**config.mk**
```make
export PLATFORM = sky130hd
export DESIGN_NAME = shared_line_driver
export DESIGN_NICKNAME = d
export VERILOG_FILES = /design/src/rtl/sld_pkg.sv /design/src/rtl/sld_hold_ctr.sv /design/src/rtl/sld_seq.sv /design/src/rtl/sld_lane_drive.sv /design/src/rtl/shared_line_driver.sv
export SDC_FILE = /design/constraint.sdc
export NUM_CORES = 1
export LEC_CHECK = 0
export ABC_AREA = 1
export BUFFER_PORTS_ARGS = -buffer_cell sky130_fd_sc_hd__buf_2
export CAP_MARGIN = 20
export CORE_UTILIZATION = 35
export CTS_CLUSTER_DIAMETER = 100
export CTS_CLUSTER_SIZE = 16
export DETAILED_ROUTE_END_ITERATION = 8
export PLACE_DENSITY = 0.68
export SYNTH_ARGS = -nofsm -noshare
export SYNTH_HDL_FRONTEND = slang
export SYNTH_SLANG_ARGS = --single-unit
export TNS_END_PERCENT = 50
```
**constraint.sdc**
```tcl
create_clock -name clk -period 1.8 [get_ports clk]
set_clock_uncertainty 0.2 [all_clocks]
set_input_delay 0.18 -clock clk [delete_from_list [all_inputs] [get_ports clk]]
set_output_delay 0.18 -clock clk [all_outputs]
set_load 0.05 [all_outputs]
```
**src/rtl/sld_pkg.sv**
```systemverilog
package sld_pkg;
  typedef enum logic [1:0] {
    SLD_RELEASED = 2'd0,
    SLD_DRIVE    = 2'd1,
    SLD_RESTORE  = 2'd2
  } sld_state_e;
endpackage

```
**src/rtl/sld_hold_ctr.sv**
```systemverilog
module sld_hold_ctr #(
  parameter int CNT_W = 4
) (
  input  logic             clk,
  input  logic             rst_n,
  input  logic             load,
  input  logic [CNT_W-1:0] load_val,
  input  logic             dec,
  output logic             at_zero
);
  logic [CNT_W-1:0] remain_q;

  always_ff @(posedge clk or negedge rst_n) begin
    if (!rst_n)    remain_q <= '0;
    else if (load) remain_q <= load_val;
    else if (dec)  remain_q <= remain_q - 1'b1;
  end

  assign at_zero = (remain_q == '0);
endmodule

```
**src/rtl/sld_seq.sv**
```systemverilog
module sld_seq
  import sld_pkg::*;
(
  input  logic       clk,
  input  logic       rst_n,
  input  logic       req_valid,
  input  logic       cnt_zero,
  output sld_state_e state,
  output logic       accept
);
  sld_state_e state_q, state_d;

  assign accept = req_valid && (state_q == SLD_RELEASED);

  always_comb begin
    state_d = state_q;
    unique case (state_q)
      SLD_RELEASED: if (accept)   state_d = SLD_DRIVE;
      SLD_DRIVE:    if (cnt_zero) state_d = SLD_RESTORE;
      SLD_RESTORE:                state_d = SLD_RELEASED;
      default:                    state_d = SLD_RELEASED;
    endcase
  end

  always_ff @(posedge clk or negedge rst_n) begin
    if (!rst_n) state_q <= SLD_RELEASED;
    else        state_q <= state_d;
  end

  assign state = state_q;
endmodule

```
**src/rtl/sld_lane_drive.sv**
```systemverilog
module sld_lane_drive #(
  parameter int               LANES    = 4,
  parameter logic [LANES-1:0] IDLE_VAL = '0
) (
  input  logic             clk,
  input  logic             rst_n,
  input  logic             load,
  input  logic [LANES-1:0] data_in,
  input  logic             show_data,
  input  logic             enable,
  output logic [LANES-1:0] lane_val,
  output logic             lane_oe
);
  for (genvar i = 0; i < LANES; i++) begin : g_lane
    logic held_q;
    always_ff @(posedge clk or negedge rst_n) begin
      if (!rst_n)    held_q <= IDLE_VAL[i];
      else if (load) held_q <= data_in[i];
    end
    assign lane_val[i] = show_data ? held_q : IDLE_VAL[i];
  end

  assign lane_oe = enable;
endmodule

```
**src/rtl/shared_line_driver.sv**
```systemverilog
module shared_line_driver
  import sld_pkg::*;
#(
  parameter int               LANES    = 4,
  parameter int               CNT_W    = 4,
  parameter logic [LANES-1:0] IDLE_VAL = '0
) (
  input  logic             clk,
  input  logic             rst_n,
  input  logic             req_valid,
  output logic             req_ready,
  input  logic [LANES-1:0] req_data,
  input  logic [CNT_W-1:0] req_hold,
  output logic [LANES-1:0] line_out,
  output logic             line_oe
);
  localparam logic [CNT_W-1:0] ONE = CNT_W'(1);

  sld_state_e       state;
  logic             accept;
  logic             cnt_zero;
  logic [CNT_W-1:0] first_val;

  // A count of zero runs as a single driving clock.
  assign first_val = (req_hold == '0) ? '0 : req_hold - ONE;

  sld_seq u_seq (
    .clk       (clk),
    .rst_n     (rst_n),
    .req_valid (req_valid),
    .cnt_zero  (cnt_zero),
    .state     (state),
    .accept    (accept)
  );

  sld_hold_ctr #(.CNT_W(CNT_W)) u_ctr (
    .clk      (clk),
    .rst_n    (rst_n),
    .load     (accept),
    .load_val (first_val),
    .dec      ((state == SLD_DRIVE) && !cnt_zero),
    .at_zero  (cnt_zero)
  );

  sld_lane_drive #(.LANES(LANES), .IDLE_VAL(IDLE_VAL)) u_drive (
    .clk       (clk),
    .rst_n     (rst_n),
    .load      (accept),
    .data_in   (req_data),
    .show_data (state == SLD_DRIVE),
    .enable    (state != SLD_RELEASED),
    .lane_val  (line_out),
    .lane_oe   (line_oe)
  );

  assign req_ready = (state == SLD_RELEASED);
endmodule

```
### Word-level counts from Yosys, hierarchy flattened

Index checks and enable logic that the tools add are counted.

| word-level totals | value |
|---|---|
| bits of input ports | 11 |
| memories kept | 0 |
| ROM bits | 0 |
| bits in writable memories | 0 |
| word-level logic and storage cells | 30 |
| output and inout bits | 6 |
| latch bits | 0 |
| bits in registers | 10 |

| operators by class | value |
|---|---|
| add/sub/neg operators | 2 |
| shift operators | 0 |
| divide/modulo/power cells | 0 |
| reductions and logical operators | 9 |
| bitwise logic cells | 0 |
| equality and inequality tests | 3 |
| order comparisons | 0 |
| muxes and demuxes | 10 |
| multiply operators | 0 |

Operators by type and width:

| cell | number |
|---|---|
| $mux 4 | 3 |
| $logic_not 4->1 | 2 |
| $sub 4x1->4 const B | 2 |
| $mux 1 | 4 |
| $mux 2 | 2 |
| $pmux 2 s2 | 1 |
| $reduce_bool 2->1 | 2 |
| $eq 2x1->1 const B | 1 |
| $logic_and 1x1->1 | 2 |
| $logic_not 2->1 | 1 |
| $ne 2x1->1 const B | 1 |
| $ne 2x2->1 const B | 1 |
| $reduce_and 2->1 | 1 |
| $logic_not 1->1 | 1 |

### Logic depth before layout (Yosys ltp)

Gate-level depths: netlist of run 1.

| logic depth | value |
|---|---|
| depth in word-level cells | 5 |
| mapped depth | 9 |
| mapped depth without buffers | 9 |

### Modules after synthesis

Synthesis of run 1 repeated with hierarchy kept, for this count alone.

| unflattened totals | value |
|---|---|
| cells, all modules | 90 |
| area total of the unflattened synthesis | 588.1 sq um |

By module, submodules not included:

| module | cells each | sequential area each (sq um) | area an instance (sq um) | times used |
|---|---|---|---|---|
| sld_hold_ctr | 33 | 100.1 | 236.5 | 1 |
| sld_lane_drive | 26 | 100.1 | 186.4 | 1 |
| sld_seq | 11 | 50.0 | 85.1 | 1 |
| shared_line_driver | 20 | 0.0 | 80.1 | 1 |

### Worst setup path before layout of run 1

Ideal clock, no wire load.

| path | value |
|---|---|
| kind | reg-to-reg |
| start | reg u_seq.state_q[1], in the netlist u_seq.state[1] |
| end | reg u_ctr.remain_q[2] |
| data required time | 1.483 ns |
| path buffers | 0 |
| slack | 0.120 ns |
| cell stages (with the launch flop) | 7 |
| period minus slack after synthesis | 1.680 ns |
| arrival time | 1.363 ns |
| library setup time | 0.117 ns |
| path through | dfrtp_1 > nor2_2 > nand2_2 > nand2_4 > nand2_1 > nor2_1 > nor2_1 |

| on the way | value |
|---|---|
| cells in the longest elaborated chain, start to end | 3 |
| elaborated cells on any way between the ends | 6 |
| those cells by class | eq/ne (1); mux (1); reduce/logical (4) |

RTL lines:

| element | line | source |
|---|---|---|
| start, declared | sld_seq.sv:11 | `sld_state_e state_q, state_d;` |
| start signal, assigned | sld_seq.sv:27 | `else state_q <= state_d;` |
| $logic_not 2->1 * | - |  |
| net req_ready | shared_line_driver.sv:11 | `output logic req_ready,` |
| $logic_and 1x1->1 * | sld_seq.sv:13 | `assign accept = req_valid && (state_q == SLD_RELEASED);` |
| $mux 4 or $reduce_bool 2->1 (tied branches) | - |  |
| end signal, assigned | sld_hold_ctr.sv:15 | `else if (load) remain_q <= load_val;` |
| end signal, assigned | sld_hold_ctr.sv:16 | `else if (dec) remain_q <= remain_q - 1'b1;` |
| end, declared | sld_hold_ctr.sv:11 | `logic [CNT_W-1:0] remain_q;` |

The timed path passes the listed nets; every way through them passes the cells marked *.
A chain may end at the register's enable or synchronous reset.

### Final worst setup path of run 1

| path | value |
|---|---|
| start | reg u_seq.state_q[0], in the netlist u_seq.state[0] |
| end | out line_out[0] |

| on the way | value |
|---|---|
| cells in the longest elaborated chain, start to end | 2 |

RTL lines:

| element | line | source |
|---|---|---|
| $eq 2x1->1 | shared_line_driver.sv:50 | `.show_data (state == SLD_DRIVE),` |
| $mux 1 | sld_lane_drive.sv:20 | `assign lane_val[i] = show_data ? held_q : IDLE_VAL[i];` |
| end, declared | shared_line_driver.sv:14 | `output logic [LANES-1:0] line_out,` |

Every way passes these cells.

==> flow_summary.rst, run 1 <==
.. list-table::
   :header-rows: 1

   * - Metric
     - Value
   * - Status
     - complete, but fails checks
   * - Violated checks
     - DRC
   * - Element type at the critical path start
     - register
   * - Internal cell power
     - 684 uW
   * - Worst Hold Margin
     - 0.102 ns
   * - Final Cycle Share
     - 94.9%
   * - Sequential share of the synthesized area
     - 41.3%
   * - Power dissipated by switching net loads
     - 790 uW
   * - Mapped cell area
     - 606 sq um
   * - Via count of the first global-routing pass
     - 512
   * - Ratio of cells with drive above 1 in the final layout
     - 25.0%
   * - Area of the core
     - 1560 sq um
   * - Path category of the worst min-delay check
     - in -> reg
   * - Hold Crit Depth
     - 3
   * - Combinational share of power
     - 62.8%
   * - Clock period minus final worst setup slack
     - 1.71 ns
   * - Worst Tran Pin Value
     - 0.302 ns
   * - TritonCTS clock tree
     - done
   * - Power density over cell area
     - 1910 nW/um^2
   * - Setup violations, final
     - 0
   * - Global placer's final weighted congestion
     - 0.883
   * - Achievable Freq
     - 585 MHz
   * - CTS root buf
     - sky130_fd_sc_hd__clkbuf_4
   * - DRC violation count after routing
     - 1
   * - Largest stage delay on the critical path
     - 0.38 ns
   * - Final ANT Viol Nets
     - 0
   * - List of cells traversed by the critical path
     - inv_2 -> nor2_1 -> inv_1 -> nor2_1 -> buf_2
   * - Synth Net Count
     - 101
   * - Signal arrival time at the worst endpoint
     - 1.33 ns
   * - Port Buffer Count
     - 16
   * - Crit Path Category
     - reg -> out
   * - Worst Path Max Fanout
     - 5
   * - Die W
     - 43.6 microns
   * - Clock-pin slew on the worst setup and hold paths
     - 0.06 ns
   * - Placement Rows
     - 14
   * - Power share of the sequential group
     - 27.1%
   * - IR Drop Worst-Case VDD
     - 0.898 mV
   * - Final Core Density
     - 49.6%
   * - Worst setup path startpoint
     - u_seq.state[0]
   * - GR Util All Layers
     - 14.8%
   * - Number of buffers created by CTS
     - 3
   * - Hold violation count in the final report
     - 0
   * - Via density
     - 4.59
   * - Number of storage elements in the synthesis netlist
     - 10
   * - Pin count of the biggest net entering global routing
     - 13
   * - Remaining Overflow, GRT
     - 0
   * - Worst Path Required
     - 1.42 ns
   * - Delay-heaviest family, CP
     - buffers and inverters
   * - Fraction of power spent switching nets
     - 53.6%
   * - Global-route wire length before repair
     - 2030 microns
   * - Min-Delay Endpoint
     - u_seq.state[0]
   * - Relative contribution of the clock network to total power
     - 10.0%
   * - Area fraction of the dominant cell type after synthesis
     - 41.3%
   * - CTS H-tree lvls
     - 1
   * - Synthesized netlist cell count
     - 89
   * - Count of maximum capacitance violations
     - 0
   * - Count of flip-flops with a built-in enable after synthesis
     - 0
   * - Worst setup slack for register-to-register paths
     - 0.39 ns
   * - Final routed wire length divided by cell count
     - 9.76 microns
   * - Clock latency on the worst-skew pair
     - 0.26 ns
   * - Postcts setup bufs
     - 0
   * - Prevailing post-synth register cell
     - sky130_fd_sc_hd__dfrtp_1
   * - Number of different library cells in the post-synthesis netlist
     - 16
   * - Slew Viols, Final
     - 0
   * - Hold path start
     - req_valid
   * - Leakage power
     - 0.000434 uW
   * - Final routed wirelength across all metal layers
     - 1250 microns
   * - Leading post-synthesis cells by cell area
     - sky130_fd_sc_hd__dfrtp_1 41%, sky130_fd_sc_hd__nand2_1 16%, sky130_fd_sc_hd__nor2_1 11%
   * - Number of warnings printed during yosys synthesis
     - 0
   * - Total number of nets in the final design
     - 126
   * - Io pins
     - 17
   * - Reg-to-reg critical path endpoint
     - u_ctr.remain_q[2]
   * - Cell type with the highest aggregate area in the netlist
     - sky130_fd_sc_hd__dfrtp_1
   * - Remaining max-slew budget at the tightest pin
     - 79.8%
   * - Cells on worst reg2reg path
     - 8
   * - Library cell appearing most often on the critical path
     - sky130_fd_sc_hd__nor2_1
   * - Sinks on Clock Net
     - 10
   * - Post-detail-place hpwl
     - 877 microns
   * - Largest buffer count on any clock path
     - 2
   * - Most used standard cells in the synthesized netlist
     - 26 x sky130_fd_sc_hd__nand2_1, 17 x sky130_fd_sc_hd__nor2_1, 13 x sky130_fd_sc_hd__inv_1
   * - Router iterations before antenna repair
     - 6
   * - Critical Path Sink Type
     - primary output
   * - Die Area
     - 1900 sq um
   * - Number of DRC markers after the initial detailed-route iteration
     - 13
   * - Count of buffering cells on the critical path with inverters included
     - 3
   * - Diode insertion count for antenna repair
     - 0
   * - Worst reg2reg path startpoint
     - u_ctr.remain_q[0]
   * - Initial core utilization
     - 38.8%
   * - Initial antenna violation count
     - 0
   * - Syn-to-layout area delta
     - 27.7%
   * - Asr flop ratio synth
     - 100%
   * - Avg Synthesized Cell Area
     - 6.80 sq um
   * - Slowest cell on the critical path
     - sky130_fd_sc_hd__dfrtp_1
   * - DIE HEIGHT
     - 43.6 microns
   * - Number of vias after detailed routing
     - 587
   * - Dominant cell by count in the synthesized netlist
     - sky130_fd_sc_hd__nand2_1
==> registers in the layout, indices dropped and copies added (netlist names) <==
register,count
u_ctr.remain_q,4
u_seq.state,2
u_drive.g_lane.held_q,4
==> worst max path at each step <==
stage,to,depth (start not counted)
finish,line_out[0],5
CTS,line_out[0],5
detailed placement,u_ctr.remain_q[2],8
floorplan,u_ctr.remain_q[2],6
global placement,u_ctr.remain_q[2],8
global route,line_out[0],5
==> per-layer routing <==
metal / up-vias / wire (microns) / GRT usage [%]
li1: 312 / - / -
met1: 264 / 586 / 17.6
met2: 11 / 597 / 23.9
met3: 0 / 65 / 7.50
met4: 0 / 0 / 3.13
met5: - / 0 / 0
==> area by class of cell <==
type                    instances  area [sq um]
flip-flops and latches         10           250
clock buffers                   3          22.5
multi-input cells              62           288
repair buffers                 21           133
well taps                      16          20.0
fillers                       150           786
inverters                      16          60.1
==> cell usage in the layout (no fill, tap or decap) <==
cell type | netlist | final
sky130_fd_sc_hd__nand2_2 | 2 | 2
sky130_fd_sc_hd__nand2_4 | 1 | 1
sky130_fd_sc_hd__buf_2 | 0 | 15
sky130_fd_sc_hd__dlygate4sd3_1 | 0 | 5
sky130_fd_sc_hd__nand2_1 | 26 | 26
sky130_fd_sc_hd__ha_1 | 1 | 1
sky130_fd_sc_hd__dfrtp_1 | 10 | 10
sky130_fd_sc_hd__nand3_1 | 4 | 4
sky130_fd_sc_hd__clkbuf_4 | 0 | 4
sky130_fd_sc_hd__inv_1 | 13 | 13
sky130_fd_sc_hd__o21ai_0 | 2 | 2
sky130_fd_sc_hd__o21ai_1 | 5 | 5
sky130_fd_sc_hd__nor2_1 | 17 | 17
sky130_fd_sc_hd__nand3_2 | 1 | 1
sky130_fd_sc_hd__inv_2 | 3 | 3
sky130_fd_sc_hd__nand3b_1 | 1 | 1
sky130_fd_sc_hd__nor2_4 | 1 | 1
sky130_fd_sc_hd__nor2_2 | 1 | 1
==> per-stage QoR <==
step           TNS [ns]  total power (uW)  area [sq um]  setup WS [ns]  cells
6_report              0              1470           773         0.0918    128
5_1_grt         -0.0158              1610           773        -0.0158    128
4_1_cts               0              1470           771          0.119    128
3_5_place_dp          0              1310           698          0.391    120
3_3_place_gp          0              1290           698          0.417    120
2_1_floorplan         0              1140           606          0.120     89
==> kinds of logic after synthesis <==
kind of cell / count (synthesis) / synth area share [%]
adders and majority gates: 1 / 2.07
buffers and inverters: 17 / 11.2
AOI/OAI and AO/OA: 7 / 5.78
DFF: 10 / 41.3
and+or+nand+nor: 54 / 39.7
==> worst register-to-register path, cell delays in order (launching register included) <==
cell                      delay [ns]
sky130_fd_sc_hd__dfrtp_1        0.34
sky130_fd_sc_hd__inv_1          0.07
sky130_fd_sc_hd__ha_1           0.22
sky130_fd_sc_hd__nand2_1        0.09
sky130_fd_sc_hd__nand2_1        0.08
sky130_fd_sc_hd__nand2_4        0.11
sky130_fd_sc_hd__nand2_1        0.06
sky130_fd_sc_hd__nor2_1         0.10
sky130_fd_sc_hd__nor2_1         0.05
==> repair_timing <==
item                                    4_1_cts  5_1_grt
endpoints found under the hold margin        14        0
hold buffers                                  5        0
resized for setup                             0        1
endpoints found under the setup margin        0        1
==> power by group through the flow <==
stage | clock network [uW] | logic, uW | registers, uW
final | 148 | 926 | 400
after floorplan | 0 | 747 | 388
after CTS | 154 | 919 | 400
after global placement | 0 | 890 | 400
after global routing | 169 | 1030 | 411
after detailed placement | 0 | 910 | 403
Power figures use the tool's default switching activity.
==> inputs of run 2 (changes only) <==
--- a/config.mk
+++ b/config.mk
@@ -8,11 +8,11 @@
 export ABC_AREA = 1
 export BUFFER_PORTS_ARGS = -buffer_cell sky130_fd_sc_hd__buf_2
 export CAP_MARGIN = 20
-export CORE_UTILIZATION = 35
+export CORE_UTILIZATION = 40
 export CTS_CLUSTER_DIAMETER = 100
 export CTS_CLUSTER_SIZE = 16
 export DETAILED_ROUTE_END_ITERATION = 8
-export PLACE_DENSITY = 0.68
+export PLACE_DENSITY = 0.75
 export SYNTH_ARGS = -nofsm -noshare
 export SYNTH_HDL_FRONTEND = slang
 export SYNTH_SLANG_ARGS = --single-unit
==> run 2 against run 1 <==
Against the previous run:
- the run now ends clean
- sequential share of layout area is 0.16 points higher
- total power is 1.8% lower
- register-to-register slack worse by 0.02 ns
- critical endpoint unchanged
- largest power group unchanged
- fmax is 2.6% higher
==> flow_summary.rst, run 2 (synthesis results as in run 1) <==
.. list-table::
   :header-rows: 1

   * - Metric
     - Value
   * - Number of buffers created by CTS
     - 3
   * - Via density
     - 4.56
   * - GR Util All Layers
     - 18.0%
   * - Power share of the sequential group
     - 27.6%
   * - DIE HEIGHT
     - 40.9 microns
   * - Status
     - finished, final reports clean
   * - Worst Tran Pin Value
     - 0.287 ns
   * - Sequential cell area
     - 250 sq um
   * - Total non-filler cell area in the finished layout
     - 769 sq um
   * - Relative contribution of the clock network to total power
     - 9.7%
   * - Slew Viols, Final
     - 0
   * - Global-route wire length before repair
     - 1880 microns
   * - Io pins
     - 17
   * - Area of the multi-input gates
     - 288 sq um
   * - Final routed wire length divided by cell count
     - 9.00 microns
   * - Area after DPL
     - 697 sq um
   * - Library cell appearing most often on the critical path
     - sky130_fd_sc_hd__nor2_1
   * - Diode insertion count for antenna repair
     - 0
   * - Combinational share of power
     - 62.6%
   * - Slowest cell on the critical path
     - sky130_fd_sc_hd__dfrtp_1
   * - Pin count of the biggest net entering global routing
     - 13
   * - Count of maximum capacitance violations
     - 0
   * - Hold path start
     - req_valid
   * - Die W
     - 40.9 microns
   * - Internal cell power
     - 678 uW
   * - TritonCTS clock tree
     - done
   * - Worst slack, placed
     - 0.372 ns
   * - DRC violation count after routing
     - 0
   * - Cells after DPL
     - 119
   * - Initial antenna violation count
     - 0
   * - Final WS setup
     - 0.135 ns
   * - Syn-to-layout area delta
     - 27.1%
   * - Final Core Density
     - 57.0%
   * - IR Drop Worst-Case VDD
     - 0.885 mV
   * - Highest-count cells in the layout ignoring fill and taps
     - 26 x sky130_fd_sc_hd__nand2_1, 17 x sky130_fd_sc_hd__nor2_1, 16 x sky130_fd_sc_hd__buf_2
   * - Worst Path Max Fanout
     - 5
   * - Via count of the first global-routing pass
     - 498
   * - Final ANT Viol Nets
     - 0
   * - Placement Rows
     - 13
   * - Clock period minus final worst setup slack
     - 1.66 ns
   * - Crit Path Category
     - reg -> out
   * - Worst reg2reg path startpoint
     - u_ctr.remain_q[0]
   * - Most common cell after layout, fill and taps aside
     - sky130_fd_sc_hd__nand2_1
   * - Path category of the worst min-delay check
     - in -> reg
   * - Largest stage delay on the critical path
     - 0.38 ns
   * - Remaining max-slew budget at the tightest pin
     - 80.8%
   * - Fraction of power spent switching nets
     - 53.1%
   * - Power density over cell area
     - 1880 nW/um^2
   * - Setup violations, final
     - 0
   * - CTS H-tree lvls
     - 1
   * - Die Area
     - 1670 sq um
   * - Power dissipated by switching net loads
     - 769 uW
   * - Clock-pin slew on the worst setup and hold paths
     - 0.06 ns
   * - Remaining Overflow, GRT
     - 0
   * - Count of buffering cells on the critical path with inverters included
     - 3
   * - Leakage power
     - 0.000435 uW
   * - Setup repair after global routing missed its margin
     - false
   * - Total of cells resized after clock tree synthesis
     - 0
   * - Critical Path Sink Type
     - primary output
   * - Largest buffer count on any clock path
     - 2
   * - Worst Path Required
     - 1.42 ns
   * - Element type at the critical path start
     - register
   * - Cell Count, Final, Fillers Out
     - 127
   * - Clock latency on the worst-skew pair
     - 0.26 ns
   * - Number of DRC markers after the initial detailed-route iteration
     - 15
   * - Delay-heaviest family, CP
     - buffers and inverters
   * - Port Buffer Count
     - 16
   * - Final sum of negative setup slack
     - 0 ns
   * - Final Cycle Share
     - 92.5%
   * - Initial core utilization
     - 44.9%
   * - Global placer's final weighted congestion
     - 0.775
   * - Area of the core
     - 1350 sq um
   * - Filler cell count
     - 134
   * - Post-detail-place hpwl
     - 885 microns
   * - Achievable Freq
     - 601 MHz
   * - List of cells traversed by the critical path
     - inv_2 -> nor2_1 -> inv_1 -> nor2_1 -> buf_2
   * - Hold violation count in the final report
     - 0
   * - Sinks on Clock Net
     - 10
   * - Total number of nets in the final design
     - 126
   * - Number of vias after detailed routing
     - 579
   * - Signal arrival time at the worst endpoint
     - 1.28 ns
   * - Router iterations before antenna repair
     - 4
   * - CTS root buf
     - sky130_fd_sc_hd__clkbuf_4
   * - Final routed wirelength across all metal layers
     - 1140 microns
   * - Ratio of cells with drive above 1 in the final layout
     - 25.0%
   * - Worst setup path startpoint
     - u_seq.state[0]
run 2: through the flow:
| step | hold WS, ns | power (uW) |
|---|---|---|
| global route | 0.113 | 1590 |
| CTS | 0.102 | 1460 |
| floorplan | -0.316 | 1140 |
| finish | 0.104 | 1450 |
| global placement | -0.148 | 1290 |
| detailed placement | -0.149 | 1300 |
run 2: what timing repair did:
item,in CTS,in global routing
hold buffers,5,0
setup buffers,0,0
hold endpoints to repair,14,0
run 2: worst paths after layout:
kind | slack [ns] | endpoint | cells after the start
max | 0.14 | line_out[0] | 5
min | 0.10 | u_seq.state[0] | 3
max reg2reg | 0.37 | u_ctr.remain_q[2] | 8
min reg2reg | 0.28 | u_ctr.remain_q[0] | 2
min in group asynchronous | 0.11 | u_drive.g_lane[0].held_q | 2
max in group asynchronous | 1.10 | u_ctr.remain_q[3] | 2
run 2: layout make-up:
type                    count  share of cell area [%]
clock buffers               3                    2.93
repair buffers             21                    16.9
well taps                  15                    2.44
inverters                  16                    7.80
flip-flops and latches     10                    32.5
multi-input cells          62                    37.4
run 2: tightest hold or removal path, cell delays in order:
cell,delay [ns]
sky130_fd_sc_hd__buf_2,0.10
sky130_fd_sc_hd__nand2_2,0.10
sky130_fd_sc_hd__nand2_4,0.13
run 2: routing by layer:
metal  global-route usage (%)  wire (microns)  up-vias
met3                     9.78              56        0
met2                     30.1             536        9
met4                     2.50               0        0
met5                        0               0        -
li1                         -               -      313
met1                     20.3             550      257
run 2: power groups by stage:
stage                     Combinational, uW  Clock, uW  Sequential (uW)
after floorplan                         747          0              388
after global placement                  889          0              398
after detailed placement                902          0              403
after CTS                               914        149              399
after global routing                   1020        162              413
final                                   906        141              400
